## src/rtl/wdog_pkg.sv

```systemverilog
package wdog_pkg;

  typedef enum logic [2:0] {
    WS_OFF    = 3'd0,
    WS_LONG   = 3'd1,
    WS_LEAD   = 3'd2,
    WS_CLOSED = 3'd3,
    WS_OPEN   = 3'd4,
    WS_SHORT  = 3'd5,
    WS_IDLE   = 3'd6
  } wd_state_t;

  // States in which the processor reset line is held low
  function automatic logic holds_reset(input wd_state_t s);
    return (s == WS_OFF) || (s == WS_LONG) || (s == WS_SHORT);
  endfunction

  function automatic int max_of(input int a, input int b);
    return (a > b) ? a : b;
  endfunction

endpackage

```

## src/rtl/wdog_trig_sync.sv

```systemverilog
module wdog_trig_sync #(
  parameter int SYNC_STAGES = 2
) (
  input  logic clk,
  input  logic rst,
  input  logic async_in,
  output logic rise
);
  localparam int CHAIN = SYNC_STAGES + 1;

  logic [CHAIN-1:0] chain_q;

  generate
    genvar g;
    for (g = 0; g < CHAIN; g++) begin : g_stage
      if (g == 0) begin : g_first
        always_ff @(posedge clk) begin
          if (rst) chain_q[0] <= 1'b0;
          else     chain_q[0] <= async_in;
        end
      end else begin : g_rest
        always_ff @(posedge clk) begin
          if (rst) chain_q[g] <= 1'b0;
          else     chain_q[g] <= chain_q[g-1];
        end
      end
    end
  endgenerate

  // The last synchronized stage is compared with its delayed copy
  assign rise = chain_q[SYNC_STAGES-1] & ~chain_q[SYNC_STAGES];

endmodule

```

## src/rtl/wdog_tick_timer.sv

```systemverilog
module wdog_tick_timer #(
  parameter int CNT_W = 8
) (
  input  logic             clk,
  input  logic             rst,
  input  logic             clr,
  input  logic             tick,
  input  logic [CNT_W-1:0] limit,
  output logic             expire
);
  logic [CNT_W-1:0] cnt_q;

  always_ff @(posedge clk) begin
    if (rst || clr) cnt_q <= '0;
    else if (tick)  cnt_q <= cnt_q + 1'b1;
  end

  // The limit-th strobe since the phase started closes it
  assign expire = tick && (cnt_q == limit - 1'b1);

endmodule

```

## src/rtl/wdog_fsm.sv

```systemverilog
module wdog_fsm
  import wdog_pkg::*;
#(
  parameter int T_RES      = 20,
  parameter int T_RESSHORT = 4,
  parameter int T_LEAD     = 100,
  parameter int T1         = 30,
  parameter int T2         = 30,
  parameter int CNT_W      = 8
) (
  input  logic             clk,
  input  logic             rst,
  input  logic             supply_ok,
  input  logic             wd_en,
  input  logic             sleep_req,
  input  logic             trig_rise,
  input  logic             expire,
  output logic             tmr_clr,
  output logic [CNT_W-1:0] tmr_limit,
  output logic             rst_n_q
);
  localparam logic [CNT_W-1:0] L_RES   = CNT_W'(T_RES);
  localparam logic [CNT_W-1:0] L_SHORT = CNT_W'(T_RESSHORT);
  localparam logic [CNT_W-1:0] L_LEAD  = CNT_W'(T_LEAD);
  localparam logic [CNT_W-1:0] L_T1    = CNT_W'(T1);
  localparam logic [CNT_W-1:0] L_T2    = CNT_W'(T2);

  wd_state_t st_q, st_d;
  logic      wd_on;

  assign wd_on = wd_en & ~sleep_req;

  always_comb begin
    st_d = st_q;
    if (!supply_ok) begin
      st_d = WS_OFF;
    end else begin
      unique case (st_q)
        WS_OFF:    st_d = WS_LONG;
        WS_LONG:   if (expire) st_d = wd_on ? WS_LEAD : WS_IDLE;
        WS_SHORT:  if (expire) st_d = wd_on ? WS_CLOSED : WS_IDLE;
        WS_IDLE:   if (wd_on)  st_d = WS_LEAD;
        WS_LEAD: begin
          if (!wd_on)         st_d = WS_IDLE;
          else if (trig_rise) st_d = WS_CLOSED;
          else if (expire)    st_d = WS_LONG;
        end
        WS_CLOSED: begin
          if (!wd_on)         st_d = WS_IDLE;
          else if (trig_rise) st_d = WS_SHORT;
          else if (expire)    st_d = WS_OPEN;
        end
        WS_OPEN: begin
          if (!wd_on)         st_d = WS_IDLE;
          else if (trig_rise) st_d = WS_CLOSED;
          else if (expire)    st_d = WS_LONG;
        end
        default:              st_d = WS_OFF;
      endcase
    end
  end

  always_comb begin
    unique case (st_q)
      WS_LEAD:   tmr_limit = L_LEAD;
      WS_CLOSED: tmr_limit = L_T1;
      WS_OPEN:   tmr_limit = L_T2;
      WS_SHORT:  tmr_limit = L_SHORT;
      default:   tmr_limit = L_RES;
    endcase
  end

  assign tmr_clr = (st_d != st_q);

  always_ff @(posedge clk) begin
    if (rst) begin
      st_q    <= WS_OFF;
      rst_n_q <= 1'b0;
    end else begin
      st_q    <= st_d;
      rst_n_q <= ~holds_reset(st_d);
    end
  end

endmodule

```

## src/rtl/wdog_window_supervisor.sv

```systemverilog
module wdog_window_supervisor
  import wdog_pkg::*;
#(
  parameter int T_RES       = 20,
  parameter int T_RESSHORT  = 4,
  parameter int T_LEAD      = 100,
  parameter int T1          = 30,
  parameter int T2          = 30,
  parameter int SYNC_STAGES = 2
) (
  input  logic clk,
  input  logic rst,
  input  logic tick,
  input  logic supply_ok,
  input  logic wd_en,
  input  logic sleep_req,
  input  logic trig_in,
  output logic mcu_rst_n
);
  localparam int MAX_T = max_of(max_of(T_RES, T_RESSHORT),
                                max_of(T_LEAD, max_of(T1, T2)));
  localparam int CNT_W = $clog2(MAX_T + 1);

  logic             trig_rise;
  logic             expire;
  logic             tmr_clr;
  logic [CNT_W-1:0] tmr_limit;

  wdog_trig_sync #(.SYNC_STAGES(SYNC_STAGES)) u_sync (
    .clk      (clk),
    .rst      (rst),
    .async_in (trig_in),
    .rise     (trig_rise)
  );

  wdog_tick_timer #(.CNT_W(CNT_W)) u_timer (
    .clk    (clk),
    .rst    (rst),
    .clr    (tmr_clr),
    .tick   (tick),
    .limit  (tmr_limit),
    .expire (expire)
  );

  wdog_fsm #(
    .T_RES      (T_RES),
    .T_RESSHORT (T_RESSHORT),
    .T_LEAD     (T_LEAD),
    .T1         (T1),
    .T2         (T2),
    .CNT_W      (CNT_W)
  ) u_fsm (
    .clk       (clk),
    .rst       (rst),
    .supply_ok (supply_ok),
    .wd_en     (wd_en),
    .sleep_req (sleep_req),
    .trig_rise (trig_rise),
    .expire    (expire),
    .tmr_clr   (tmr_clr),
    .tmr_limit (tmr_limit),
    .rst_n_q   (mcu_rst_n)
  );

endmodule

```

## config.mk

```make
export PLATFORM = sky130hd
export DESIGN_NAME = wdog_window_supervisor
export DESIGN_NICKNAME = d
export VERILOG_FILES = /design/src/rtl/wdog_pkg.sv /design/src/rtl/wdog_trig_sync.sv /design/src/rtl/wdog_tick_timer.sv /design/src/rtl/wdog_fsm.sv /design/src/rtl/wdog_window_supervisor.sv
export SDC_FILE = /design/constraint.sdc
export NUM_CORES = 1
export LEC_CHECK = 0
export BUFFER_PORTS_ARGS = -buffer_cell sky130_fd_sc_hd__buf_2
export CAP_MARGIN = 0
export CORE_UTILIZATION = 55
export DETAILED_ROUTE_END_ITERATION = 10
export PLACE_DENSITY = 0.76
export SYNTH_ARGS = -nofsm -noshare
export SYNTH_HDL_FRONTEND = slang
export SYNTH_HIERARCHICAL = 1
export SYNTH_SLANG_ARGS = --single-unit
```

## constraint.sdc

```tcl
create_clock -name clk -period 4.15 [get_ports clk]
set_clock_uncertainty 0.2 [all_clocks]
set_input_delay 0.6225 -clock clk [delete_from_list [all_inputs] [get_ports clk]]
set_output_delay 0.6225 -clock clk [all_outputs]
set_load 0.005 [all_outputs]
```

; Yosys cells after proc, flatten, opt, wreduce, memory -nomap -nowiden
; Index checks and enable logic that the tools add are counted.
[classes]
addsub = 2
eq_ne = 10
mux = 14
n_bitwise = 5
n_reduce_logical = 8
[ops]
columns = cell, count
row1 = 3-bit two-way mux, 12
row2 = 7-bit case mux with 3 select lines, 1
row3 = 3-bit case mux with 6 select lines, 1
row4 = 3-bit equality test (second input constant), 4
row5 = 7-bit by 1-bit adder with 7-bit output (second input constant), 1
row6 = 7-bit equality test, 1
row7 = 7-bit by 1-bit subtractor with 7-bit output (second input constant), 1
row8 = 3-bit by 1-bit equality test with 1-bit output (second input constant), 2
row9 = 3-bit by 2-bit equality test with 1-bit output (second input constant), 2
row10 = 3-bit zero test, 2
row11 = 2-bit OR reduction, 2
row12 = 1-bit logical OR, 3
row13 = 3-bit inequality test, 1
row14 = 1-bit inverter, 3
row15 = 1-bit AND, 2
row16 = 1-bit logical AND, 1
[totals]
ff_bits = 14
inputBits = 7
output_inout_bits = 1
word_cells = 45

; Logic depth before layout (Yosys ltp)
; Gate-level depths: netlist of the first run.
[logic_depth]
depth_word = 15
mapped_depth = 19
mapped_depth_nobuf = 17

; Cells and area by module
; The synthesis of the first run kept the hierarchy.
[by_module_without_submodules]
columns = mod, n_inst, cells_per_inst, area_per_inst_um2, seq_area_each_um2
row1 = wdog_tick_timer, 1, 59, 486.7, 140.1
row2 = wdog_fsm, 1, 61, 435.4, 80.1
row3 = wdog_trig_sync, 1, 7, 87.6, 60.1

; Worst setup path after synthesis of the first run
; Ideal clock, no wire load.
[synth_path]
path_type = reg2reg
startpoint = reg u_fsm.st_q[0]
endpoint = reg u_timer.cnt_q[5]
setup_ps = 70
arrival_time_ps = 3467
path_slack_ps = 413
path_stages_with_launch = 20
n_path_buf = 2
cell_sequence = dfxtp_1 > buf_4 > inv_1 > nor3b_1 > a21o_1 > inv_1 > ha_1 > xor2_1 > and3_2 > o211ai_1 > a2111oi_2 > or3b_1 > a21oi_1 > nor3_2 > nand4_1 > o211ai_1 > o21ai_1 > or2_2 > clkbuf_1 > a21oi_1
[synth_via]
elab_chain_cells = 13
elab_cells_between_ends = 26
classes_between = add/sub (1) / eq/ne (8) / mux (12) / reduce/logical (5)
[synth_rtl]
columns = element, line_no
row1 = start: declaration, wdog_fsm.sv:28  ; wd_state_t st_q, st_d;
row2 = start signal: assignment, wdog_fsm.sv:80  ; st_q <= st_d;
row3 = 3-bit by 2-bit equality test with 1-bit output / 3-bit equality test (equally long branches), wdog_fsm.sv:64  ; unique case (st_q)
row4 = 2-bit OR reduction (no source line), n/a
row5 = 7-bit case mux with 3 select lines (*), wdog_fsm.sv:64
row6 = via tmr_limit[1], wdog_window_supervisor.sv:27  ; logic [CNT_W-1:0] tmr_limit;
row7 = 7-bit by 1-bit subtractor with 7-bit output (*), wdog_tick_timer.sv:19  ; assign expire = tick && (cnt_q == limit - 1'b1);
row8 = 7-bit equality test (*), wdog_tick_timer.sv:19
row9 = 1-bit logical AND (*), wdog_tick_timer.sv:19
row10 = via expire, wdog_window_supervisor.sv:25  ; logic expire;
row11 = 3-bit two-way mux (on tied branches), "wdog_fsm.sv:46, wdog_fsm.sv:56, wdog_fsm.sv:51"
row12 = 3-bit two-way mux (on tied branches), "wdog_fsm.sv:45, wdog_fsm.sv:50"
row13 = 3-bit two-way mux (on tied branches), "wdog_fsm.sv:44, wdog_fsm.sv:49"
row14 = 3-bit case mux with 6 select lines (*), wdog_fsm.sv:38  ; unique case (st_q)
row15 = 3-bit two-way mux (*), wdog_fsm.sv:35  ; if (!supply_ok) begin
row16 = 3-bit inequality test (*), wdog_fsm.sv:73  ; assign tmr_clr = (st_d != st_q);
row17 = via tmr_clr, wdog_window_supervisor.sv:26  ; logic tmr_clr;
row18 = 1-bit logical OR (*), wdog_tick_timer.sv:14  ; if (rst || clr) cnt_q <= '0;
row19 = end signal: assignment, wdog_tick_timer.sv:15  ; else if (tick) cnt_q <= cnt_q + 1'b1;
row20 = end: declaration, wdog_tick_timer.sv:11  ; logic [CNT_W-1:0] cnt_q;
; Mark *: on every way through the listed nets, which the timed path passes. The rest lies on a longest branch.
; A chain may end at the register's enable or synchronous reset.

; Worst setup path in the final report of the first run
[layout_path]
startpoint = reg u_fsm.st_q[2]
endpoint = reg u_timer.cnt_q[5]
; Same word-level chain as after synthesis.

==> qor.csv, run 1 <==
stage,metric,value,unit
run_status,status,finished clean,
place,gp_congestion,0.851,
place,hpwl,1470,um
route,wirelength,1940,um
final_layout,mostFrequentLayoutCell,dfxtp_1,
die,ios,8,
route,drc,0,
logic_synthesis,syn-num-nets,136,
route,vias_per_cell,5.66,
worst_setup_path,end_kind,flop,
final_layout,fin_nets,145,
logic_synthesis,synth_flop_cell,dfxtp_1,
worst_setup_path,crit_slowest_cell,dfxtp_1,
cts,cts_tree,built,
worst_hold_path,min_path_cells,1,
global_route,first_global_vias,784,
route,dr.pass1.iters,4,
cts,numCtsBuffers,3,
worst_setup_path,crit_fanout,7,
cts,htreeDepth,1,
logic_synthesis,synth.largest_area_cell,dfxtp_1,
global_route,grt_max_degree,12,
die,die_y,44.8,um
logic_synthesis,ys_warn_count,6,
sta,period_share,92.2,%
worst_setup_path,critPathArrivalTime,3.83,ns
place,dpl-instance-area,1060,sq um
power,power_density,237,nW/um^2
final_layout,mostFrequentLayoutCells,"14 x dfxtp_1, 12 x nor2_1, 10 x xor2_1, 9 x a21oi_1",
final_layout,n_fill_cell,163,
worst_setup_path,required,4.16,ns
cts,ctsHoldBuffers,0,
worst_setup_path,worstPathCellList,and2b_1 -> a21o_1 -> inv_1 -> ha_1 -> xor2_1 -> and3_2 -> o211ai_1 -> a2111oi_2 -> buf_4 -> or3b_1 -> a21oi_1 -> nor3_2 -> nand4_1 -> o211ai_1 -> o21ai_1 -> or2_2 -> a21oi_1,
power,vdd_drop_max,0.218,mV
logic_synthesis,synth_top_area_share,27.8,%
worst_setup_path,worst-setup-path-type,flop to flop,
sta,hold_violations,0,
worst_setup_path,cp.depth,17,
logic_synthesis,yosys.cell_types.count,42,
final_layout,antenna_cells,0,
global_route,antenna_found_initial,0,
route,num_vias,906,
cts,clock-root-buffer,clkbuf_4,
final_layout,synthToLayoutAreaGrowth,8.92,%
die,design.die.area,2010,sq um
die,row_count,15,
sta,setup_viol,0,
final_layout,drive_above_1_share,17.8,%
power,p_leak,0.476,nW
logic_synthesis,synth_cells,127,
cts,clk_path_buf_depth,2,
route,drt_iter0_markers,9,
global_route,grt_pass1_wl,3330,um
logic_synthesis,synth_edf_count,0,
die,start_util,58.5,%
sta,setup_tns,0,ns
flow_run,maxCapViolations,0,
die,die_w,44.8,um
logic_synthesis,seq_area_frac_synth,27.8,%
sta,rsz0062_at_grt,no,
cts,cts_resized,0,
place,portBuffers,7,
worst_setup_path,cpLargestDelayFamily,simple AND/OR/NAND/NOR gates,
worst_setup_path,reg2reg_depth,17,
die,core-area,1730,sq um
worst_setup_path,cpPeakStageDelay,0.47,ns
global_route,gr-usage-all-layers,22.3,%
worst_hold_path,holdCritPathClass,flop to flop,
worst_setup_path,cp-start-kind,flop,
sta,post-route-min-period,3.83,ns
logic_synthesis,synth_area,1010,sq um
sta,slew_violations,0,
logic_synthesis,yosys_register_bits,14,
logic_synthesis,syn_avg_cell_area,7.95,sq um
route,ant_nets,0,
cts,clkSlewWorstSetupHoldPaths,0.08,ns
logic_synthesis,synth.area.top_cells,"dfxtp_1 28%, xor2_1 8.7%, a21oi_1 4.5%",
route,wl_per_cell,12.1,um
worst_setup_path,critPathBufInv,2,
global_route,grt_overflow,0,
cts,cts.sinks,14,
final_layout,stdcell_area,1100,sq um
logic_synthesis,async_flop_share,0,%
cts,postCtsSetupBuffers,0,
cts,clock_latency,0.27,ns
sta,max_freq,261,MHz
-- synthesized netlist by cell type, drive strengths merged, types with 2 or more instances --
master / n
dfxtp: 14
nor2: 12
xor2: 10
a21oi: 9
nand2: 7
buf: 6
nor3: 6
o21ai: 6
nor2b: 5
inv: 4
nand4: 4
nor3b: 4
xnor2: 4
a211o: 3
and3: 3
o211ai: 3
a211oi: 2
a31oi: 2
clkbuf: 2
conb: 2
ha: 2
nand3: 2
or3: 2
-- logic make-up after synthesis --
family,synth area share (%)
compound gates,19.8
simple gates,28.5
flops,27.8
buf+inv,6.44
xor+xnor,12.1
fa+ha+maj,2.48
mux,2.11
other cells,0.744
-- metrics by stage --
stage | hold slack, ns | total power, mW | utilization, % | setup WS, ns | std cells
floorplan | 0.214 | 0.163 | - | 0.413 | 127
global placement | 0.232 | 0.169 | 61.6 | 0.470 | 156
detailed placement | 0.251 | 0.170 | 61.6 | 0.332 | 156
CTS | 0.261 | 0.265 | 63.7 | 0.318 | 160
global route | 0.264 | 0.276 | 63.7 | 0.00974 | 160
finish | 0.255 | 0.261 | 63.7 | 0.325 | 160
-- worst paths after layout --
kind / startpoint / end / slack, ns
hold / removal: u_sync/chain_q[0]$_SDFF_PP0_ / u_sync/chain_q[1]$_SDFF_PP0_ / 0.26
hold reg to reg: u_sync/chain_q[0]$_SDFF_PP0_ / u_sync/chain_q[1]$_SDFF_PP0_ / 0.26
setup / recovery: u_fsm/st_q[2]$_SDFF_PP0_ / u_timer/cnt_q[5]$_SDFFE_PP0P_ / 0.32
setup reg to reg: u_fsm/st_q[2]$_SDFF_PP0_ / u_timer/cnt_q[5]$_SDFFE_PP0P_ / 0.32
-- worst reg2reg max path: stages (launching register included) --
cell and delay, ns:
dfxtp_1 0.47, and2b_1 0.21, a21o_1 0.24, inv_1 0.07
ha_1 0.28, xor2_1 0.15, and3_2 0.20, o211ai_1 0.10
a2111oi_2 0.21, buf_4 0.20, or3b_1 0.13, a21oi_1 0.07
nor3_2 0.34, nand4_1 0.14, o211ai_1 0.18, o21ai_1 0.08
or2_2 0.37, a21oi_1 0.14
-- cell type report --
cell class,count,area [sq um],area share [%]
clock buffer,4,36.3,3.30
inverter,4,15.0,1.37
multi-input combinational,101,664,60.4
sequential,14,280,25.5
tap,25,31.3,2.84
timing repair buffer,12,72.6,6.60
-- state kept, by name (all words and copies together) (netlist names) --
| signal | count |
|---|---|
| u_fsm/st_q | 3 |
| u_timer/cnt_q | 7 |
| u_sync/chain_q | 3 |
| u_fsm/rst_n_q | 1 |
-- routing by layer --
| metal | up-vias | GRT usage (%) | share of wire [%] |
|---|---|---|---|
| met5 | - | 0 | 0 |
| met3 | 2 | 1.20 | 3.4 |
| met1 | 419 | 33.3 | 51 |
| li1 | 468 | - | - |
| met2 | 17 | 32.6 | 45 |
| met4 | 0 | 10.9 | 0.62 |
-- power breakdown --
| part | switching, mW | internal [mW] | leakage [nW] |
|---|---|---|---|
| Clock | 0.0403 | 0.0533 | 0.0210 |
| Sequential | 0.00183 | 0.137 | 0.114 |
| Combinational | 0.0171 | 0.0121 | 0.341 |
No activity file was read; power rests on OpenSTA's default activity.
==> run 2, diff against run 1 <==
--- a/config.mk
+++ b/config.mk
@@ -7,9 +7,9 @@
 export LEC_CHECK = 0
 export BUFFER_PORTS_ARGS = -buffer_cell sky130_fd_sc_hd__buf_2
 export CAP_MARGIN = 0
-export CORE_UTILIZATION = 55
+export CORE_UTILIZATION = 28
 export DETAILED_ROUTE_END_ITERATION = 10
-export PLACE_DENSITY = 0.76
+export PLACE_DENSITY = 0.49
 export SYNTH_ARGS = -nofsm -noshare
 export SYNTH_HDL_FRONTEND = slang
 export SYNTH_HIERARCHICAL = 1
==> qor.csv, run 2 (synthesized netlist as in run 1, its figures left out) <==
stage,metric,value,unit,change
run_status,status,finished clean,,
sta,rsz0062_at_grt,no,,
final_layout,regMostFlops,u_timer/cnt_q,,
place,portBuffers,7,,unchanged
worst_setup_path,end_kind,flop,,
global_route,antenna_found_initial,0,,unchanged
die,ios,8,,unchanged
sta,post-route-min-period,3.77,ns,-0.0565 ns
die,die_y,62.1,um,+38%
final_layout,top_regs,"u_timer/cnt_q (7), u_fsm/st_q (3), u_sync/chain_q (3)",,
worst_setup_path,critPathBufInv,3,,+1
cts,htreeDepth,1,,unchanged
route,wirelength,1890,um,-2.4%
global_route,grt_overflow,0,,unchanged
power,p_leak,0.480,nW,+0.78%
worst_setup_path,worstPathCellList,inv_1 -> nor3b_1 -> a21o_1 -> inv_1 -> ha_1 -> xor2_1 -> and3_2 -> o211ai_1 -> a2111oi_2 -> buf_4 -> nor2_1 -> o21ai_0 -> a21oi_1 -> a211o_1 -> o211ai_1 -> o21ai_1 -> or2_2 -> a21oi_1,,
worst_setup_path,required,4.16,ns,about the same
route,vias_per_cell,4.73,,-16%
final_layout,n_fill_cell,358,,+120%
sta,setup_viol,0,,unchanged
cts,clock-root-buffer,clkbuf_4,,
worst_hold_path,holdCritPathClass,flop to flop,,
cts,cts.sinks,14,,unchanged
global_route,first_global_vias,802,,+2.3%
worst_setup_path,crit_slowest_cell,a2111oi_2,,
flow_run,maxCapViolations,0,,unchanged
route,num_vias,861,,-5.0%
worst_setup_path,critPathArrivalTime,3.77,ns,-0.06 ns
power,vdd_drop_max,0.127,mV,-42%
final_layout,largest_reg_flops,7,,unchanged
final_layout,mostFrequentLayoutCell,dfxtp_1,,
worst_setup_path,crit_fanout,7,,unchanged
route,wl_per_cell,10.4,um,-14%
route,drt_iter0_markers,25,,+16
cts,numCtsBuffers,3,,unchanged
route,drc,0,,unchanged
worst_setup_path,r2r_slack,0.38,ns,+0.06 ns
worst_setup_path,cpLargestDelayFamily,compound AO/OA/AOI/OAI gates,,
final_layout,fin_nets,147,,+1.4%
sta,slew_violations,0,,unchanged
global_route,grt_max_degree,14,,+2
sta,max_freq,265,MHz,+1.5%
cts,cts_resized,0,,unchanged
worst_setup_path,cpPeakStageDelay,0.41,ns,-0.06 ns
place,gp_congestion,0.770,,-9.5%
die,core-area,3390,sq um,+96%
cts,clkSlewWorstSetupHoldPaths,0.08,ns,about the same
cts,clk_path_buf_depth,2,,unchanged
die,design.die.area,3850,sq um,+91%
final_layout,synthToLayoutAreaGrowth,11.6,%,
sta,setup_tns,0,ns,unchanged
die,start_util,29.8,%,-29 points
die,die_w,62.1,um,+38%
global_route,gr-usage-all-layers,11.8,%,-11 points
cts,ctsHoldBuffers,0,,unchanged
cts,cts_tree,built,,
route,dr.pass1.iters,4,,unchanged
cts,clock_latency,0.27,ns,about the same
cts,postCtsSetupBuffers,0,,unchanged
final_layout,mostFrequentLayoutCells,"14 x dfxtp_1, 12 x nor2_1, 10 x xor2_1, 9 x a21oi_1",,
place,hpwl,1500,um,+1.7%
worst_setup_path,worst-setup-path-type,flop to flop,,
die,row_count,21,,+6
worst_setup_path,cp-start-kind,flop,,
sta,hold_violations,0,,unchanged
route,ant_nets,0,,unchanged
final_layout,antenna_cells,0,,unchanged
sta,period_share,90.8,%,-1.4 points
final_layout,drive_above_1_share,18.4,%,+0.60 points
power,power_density,213,nW/um^2,-10%
final_layout,final_core_util,33.3,%,-30 points
global_route,grt_pass1_wl,3370,um,+1.5%
## run 2: layout make-up
cell class              count  area (sq um)  share of cell area, %
multi-input cells         101           664                   58.9
flip-flops and latches     14           280                   24.9
repair buffers             14          87.6                   7.77
well taps                  46          57.6                   5.11
clock buffers               3          22.5                   2.00
inverters                   4          15.0                   1.33
## run 2: routing by layer
layer	wire length (um)	GRT usage, %	vias to the layer above
met5	0	0	-
met4	19	7.30	0
met3	42	1.24	2
met2	858	18.4	8
met1	971	15.5	387
li1	-	-	464
## run 2: final timing paths
check	startpoint	to	cells after the start
worst max register to register	u_fsm/st_q[0]$_SDFF_PP0_	u_timer/cnt_q[5]$_SDFFE_PP0P_	18
worst min-delay path	u_sync/chain_q[0]$_SDFF_PP0_	u_sync/chain_q[1]$_SDFF_PP0_	1
worst max-delay path	u_fsm/st_q[0]$_SDFF_PP0_	u_timer/cnt_q[5]$_SDFFE_PP0P_	18
worst min register to register	u_sync/chain_q[0]$_SDFF_PP0_	u_sync/chain_q[1]$_SDFF_PP0_	1
## run 2: worst reg2reg max path: stages, from the launching register on
cell and delay, ns:
dfxtp_1 0.33, inv_1 0.09, nor3b_1 0.22, a21o_1 0.13, inv_1 0.06, ha_1 0.28
xor2_1 0.13, and3_2 0.18, o211ai_1 0.10, a2111oi_2 0.41, buf_4 0.21, nor2_1 0.05
o21ai_0 0.16, a21oi_1 0.08, a211o_1 0.29, o211ai_1 0.21, o21ai_1 0.08, or2_2 0.37
a21oi_1 0.14
## run 2: per-stage QoR
stage	power [mW]	cells	cell area (sq um)	hold slack [ns]	worst slack, ns
floorplan	0.163	127	1010	0.214	0.413
global placement	0.169	179	1100	0.226	0.423
detailed placement	0.170	179	1100	0.227	0.310
CTS	0.243	182	1130	0.257	0.287
global route	0.255	182	1130	0.274	0.00958
finish	0.240	182	1130	0.252	0.381
## run 2: power by group
part / switching, mW / internal [mW] / total [mW]
clock network: 0.0394 / 0.0335 / 0.0730
logic: 0.0165 / 0.0121 / 0.0286
registers: 0.00169 / 0.137 / 0.138
total: 0.0576 / 0.182 / 0.240
==> run 3, diff against run 2 <==
--- a/config.mk
+++ b/config.mk
@@ -9,6 +9,7 @@
 export CAP_MARGIN = 0
 export CORE_UTILIZATION = 28
 export DETAILED_ROUTE_END_ITERATION = 10
+export MAX_ROUTING_LAYER = met4
 export PLACE_DENSITY = 0.49
 export SYNTH_ARGS = -nofsm -noshare
 export SYNTH_HDL_FRONTEND = slang
==> qor.csv, run 3 (synthesized netlist as in run 1, its figures left out) <==
stage,metric,value,unit,change
run_status,status,finished clean,,
sta,worstMarginPinSlew,0.497,ns,
die,ios,8,,unchanged
worst_hold_path,holdCritPathClass,flop to flop,,
route,dr.pass1.iters,4,,unchanged
sta,max-slew-margin-rel,66.8,%,
sta,hold_violations,0,,unchanged
route,drc,0,,unchanged
route,wirelength,1880,um,-0.63%
cts,clkSlewWorstSetupHoldPaths,0.08,ns,about the same
die,design.die.area,3850,sq um,unchanged
final_layout,mostFrequentLayoutCell,dfxtp_1,,
die,start_util,29.8,%,unchanged
place,gp_congestion,0.781,,+1.4%
worst_setup_path,end_kind,flop,,
power,p_leak,0.480,nW,unchanged
sta,setup_viol,0,,unchanged
final_layout,fin_nets,147,,unchanged
sta,max_freq,265,MHz,about the same
worst_setup_path,worstPathCellList,inv_1 -> nor3b_1 -> a21o_1 -> inv_1 -> ha_1 -> xor2_1 -> and3_2 -> o211ai_1 -> a2111oi_2 -> buf_4 -> nor2_1 -> o21ai_0 -> a21oi_1 -> a211o_1 -> o211ai_1 -> o21ai_1 -> or2_2 -> a21oi_1,,
worst_setup_path,crit_slowest_cell,a2111oi_2,,
final_layout,n_fill_cell,358,,unchanged
cts,clock-root-buffer,clkbuf_4,,
cts,ctsHoldBuffers,0,,unchanged
final_layout,final_core_util,33.3,%,unchanged
final_layout,regMostFlops,u_timer/cnt_q,,
final_layout,largest_reg_flops,7,,unchanged
global_route,grt_overflow,0,,unchanged
final_layout,multi_input_area,664,sq um,unchanged
final_layout,stdcell_area,1130,sq um,unchanged
worst_setup_path,cp-start-kind,flop,,
worst_setup_path,required,4.16,ns,about the same
global_route,first_global_vias,801,,-0.12%
worst_setup_path,cpPeakStageDelay,0.41,ns,about the same
power,power_density,213,nW/um^2,about the same
place,dpl-instance-area,1100,sq um,unchanged
sta,post-route-min-period,3.77,ns,+0.00150 ns
route,vias_per_cell,4.71,,-0.35%
route,wl_per_cell,10.3,um,-0.63%
sta,period_share,90.8,%,about the same
final_layout,synthToLayoutAreaGrowth,11.6,%,unchanged
place,hpwl,1500,um,unchanged
die,die_w,62.1,um,unchanged
global_route,grt_max_degree,14,,unchanged
final_layout,seq_area,280,sq um,unchanged
cts,clock_latency,0.27,ns,about the same
power,p_total,0.240,mW,about the same
cts,numCtsBuffers,3,,unchanged
worst_setup_path,critPathBufInv,3,,unchanged
place,portBuffers,7,,unchanged
final_layout,mostFrequentLayoutCells,"14 x dfxtp_1, 12 x nor2_1, 10 x xor2_1, 9 x a21oi_1",,
worst_setup_path,cpLargestDelayFamily,compound AO/OA/AOI/OAI gates,,
worst_setup_path,crit_fanout,7,,unchanged
cts,htreeDepth,1,,unchanged
global_route,antenna_found_initial,0,,unchanged
sta,whs,0.252,ns,unchanged
worst_setup_path,worst-setup-path-type,flop to flop,,
sta,setup_tns,0,ns,unchanged
sta,rsz0062_at_grt,no,,
route,ant_nets,0,,unchanged
sta,slew_violations,0,,unchanged
cts,cts_tree,built,,
die,die_y,62.1,um,unchanged
global_route,grt_pass1_wl,3380,um,+0.21%
cts,cts_resized,0,,unchanged
worst_setup_path,critPathArrivalTime,3.78,ns,about the same
route,num_vias,858,,-0.35%
final_layout,top_regs,"u_timer/cnt_q (7), u_fsm/st_q (3), u_sync/chain_q (3)",,
die,row_count,21,,unchanged
die,core-area,3390,sq um,unchanged
cts,cts.sinks,14,,unchanged
final_layout,drive_above_1_share,18.4,%,unchanged
cts,clk_path_buf_depth,2,,unchanged
flow_run,maxCapViolations,0,,unchanged
power,vdd_drop_max,0.127,mV,about the same
worst_setup_path,r2r_slack,0.38,ns,about the same
global_route,gr-usage-all-layers,12.2,%,+0.45 points
route,drt_iter0_markers,26,,+4.0%
cts,postCtsSetupBuffers,0,,unchanged
final_layout,antenna_cells,0,,unchanged
[run 3: cell counts in the layout (fill, tap and decap cells not counted)]
Identical to the previous run, type by type.
[run 3: path summary, 6_finish.rpt]
path                                              startpoint                             to  depth (start not counted)
worst max-delay path                u_fsm/st_q[0]$_SDFF_PP0_  u_timer/cnt_q[5]$_SDFFE_PP0P_                         18
worst min-delay path            u_sync/chain_q[0]$_SDFF_PP0_   u_sync/chain_q[1]$_SDFF_PP0_                          1
worst max register to register      u_fsm/st_q[0]$_SDFF_PP0_  u_timer/cnt_q[5]$_SDFFE_PP0P_                         18
worst min register to register  u_sync/chain_q[0]$_SDFF_PP0_   u_sync/chain_q[1]$_SDFF_PP0_                          1
[run 3: worst reg2reg max path, delay by kind of cell, from the launching register on]
kind            cells  cell delay, ns
compound gates      9            1.60
xor+xnor            1            0.13
fa+ha+maj           1            0.28
buf+inv             3            0.36
flops               1            0.33
simple gates        4            0.82
[run 3: metal layers]
metal	part of all wire [%]	GRT usage [%]	routed length (um)
met1	50	15.5	938
met2	46	18.2	863
met3	3.0	1.86	57
met4	1.0	7.30	19
met5	0	-	0
[run 3: per-stage QoR]
stage	setup slack, ns	cells
after floorplan	0.413	127
after global placement	0.423	179
after detailed placement	0.310	179
after CTS	0.287	182
after global routing	0.00959	182
final	0.380	182
[run 3: final cells by class]
cell class	count	share of cell area, %
Clock buffer	3	2.00
Inverter	4	1.33
Multi-Input combinational cell	101	58.9
Sequential cell	14	24.9
Tap cell	46	5.11
Timing Repair Buffer	14	7.77
[run 3: report_power, final]
group	total (mW)	internal (mW)	switching (mW)
logic	0.0285	0.0121	0.0164
registers	0.138	0.137	0.00170
clock network	0.0730	0.0335	0.0394
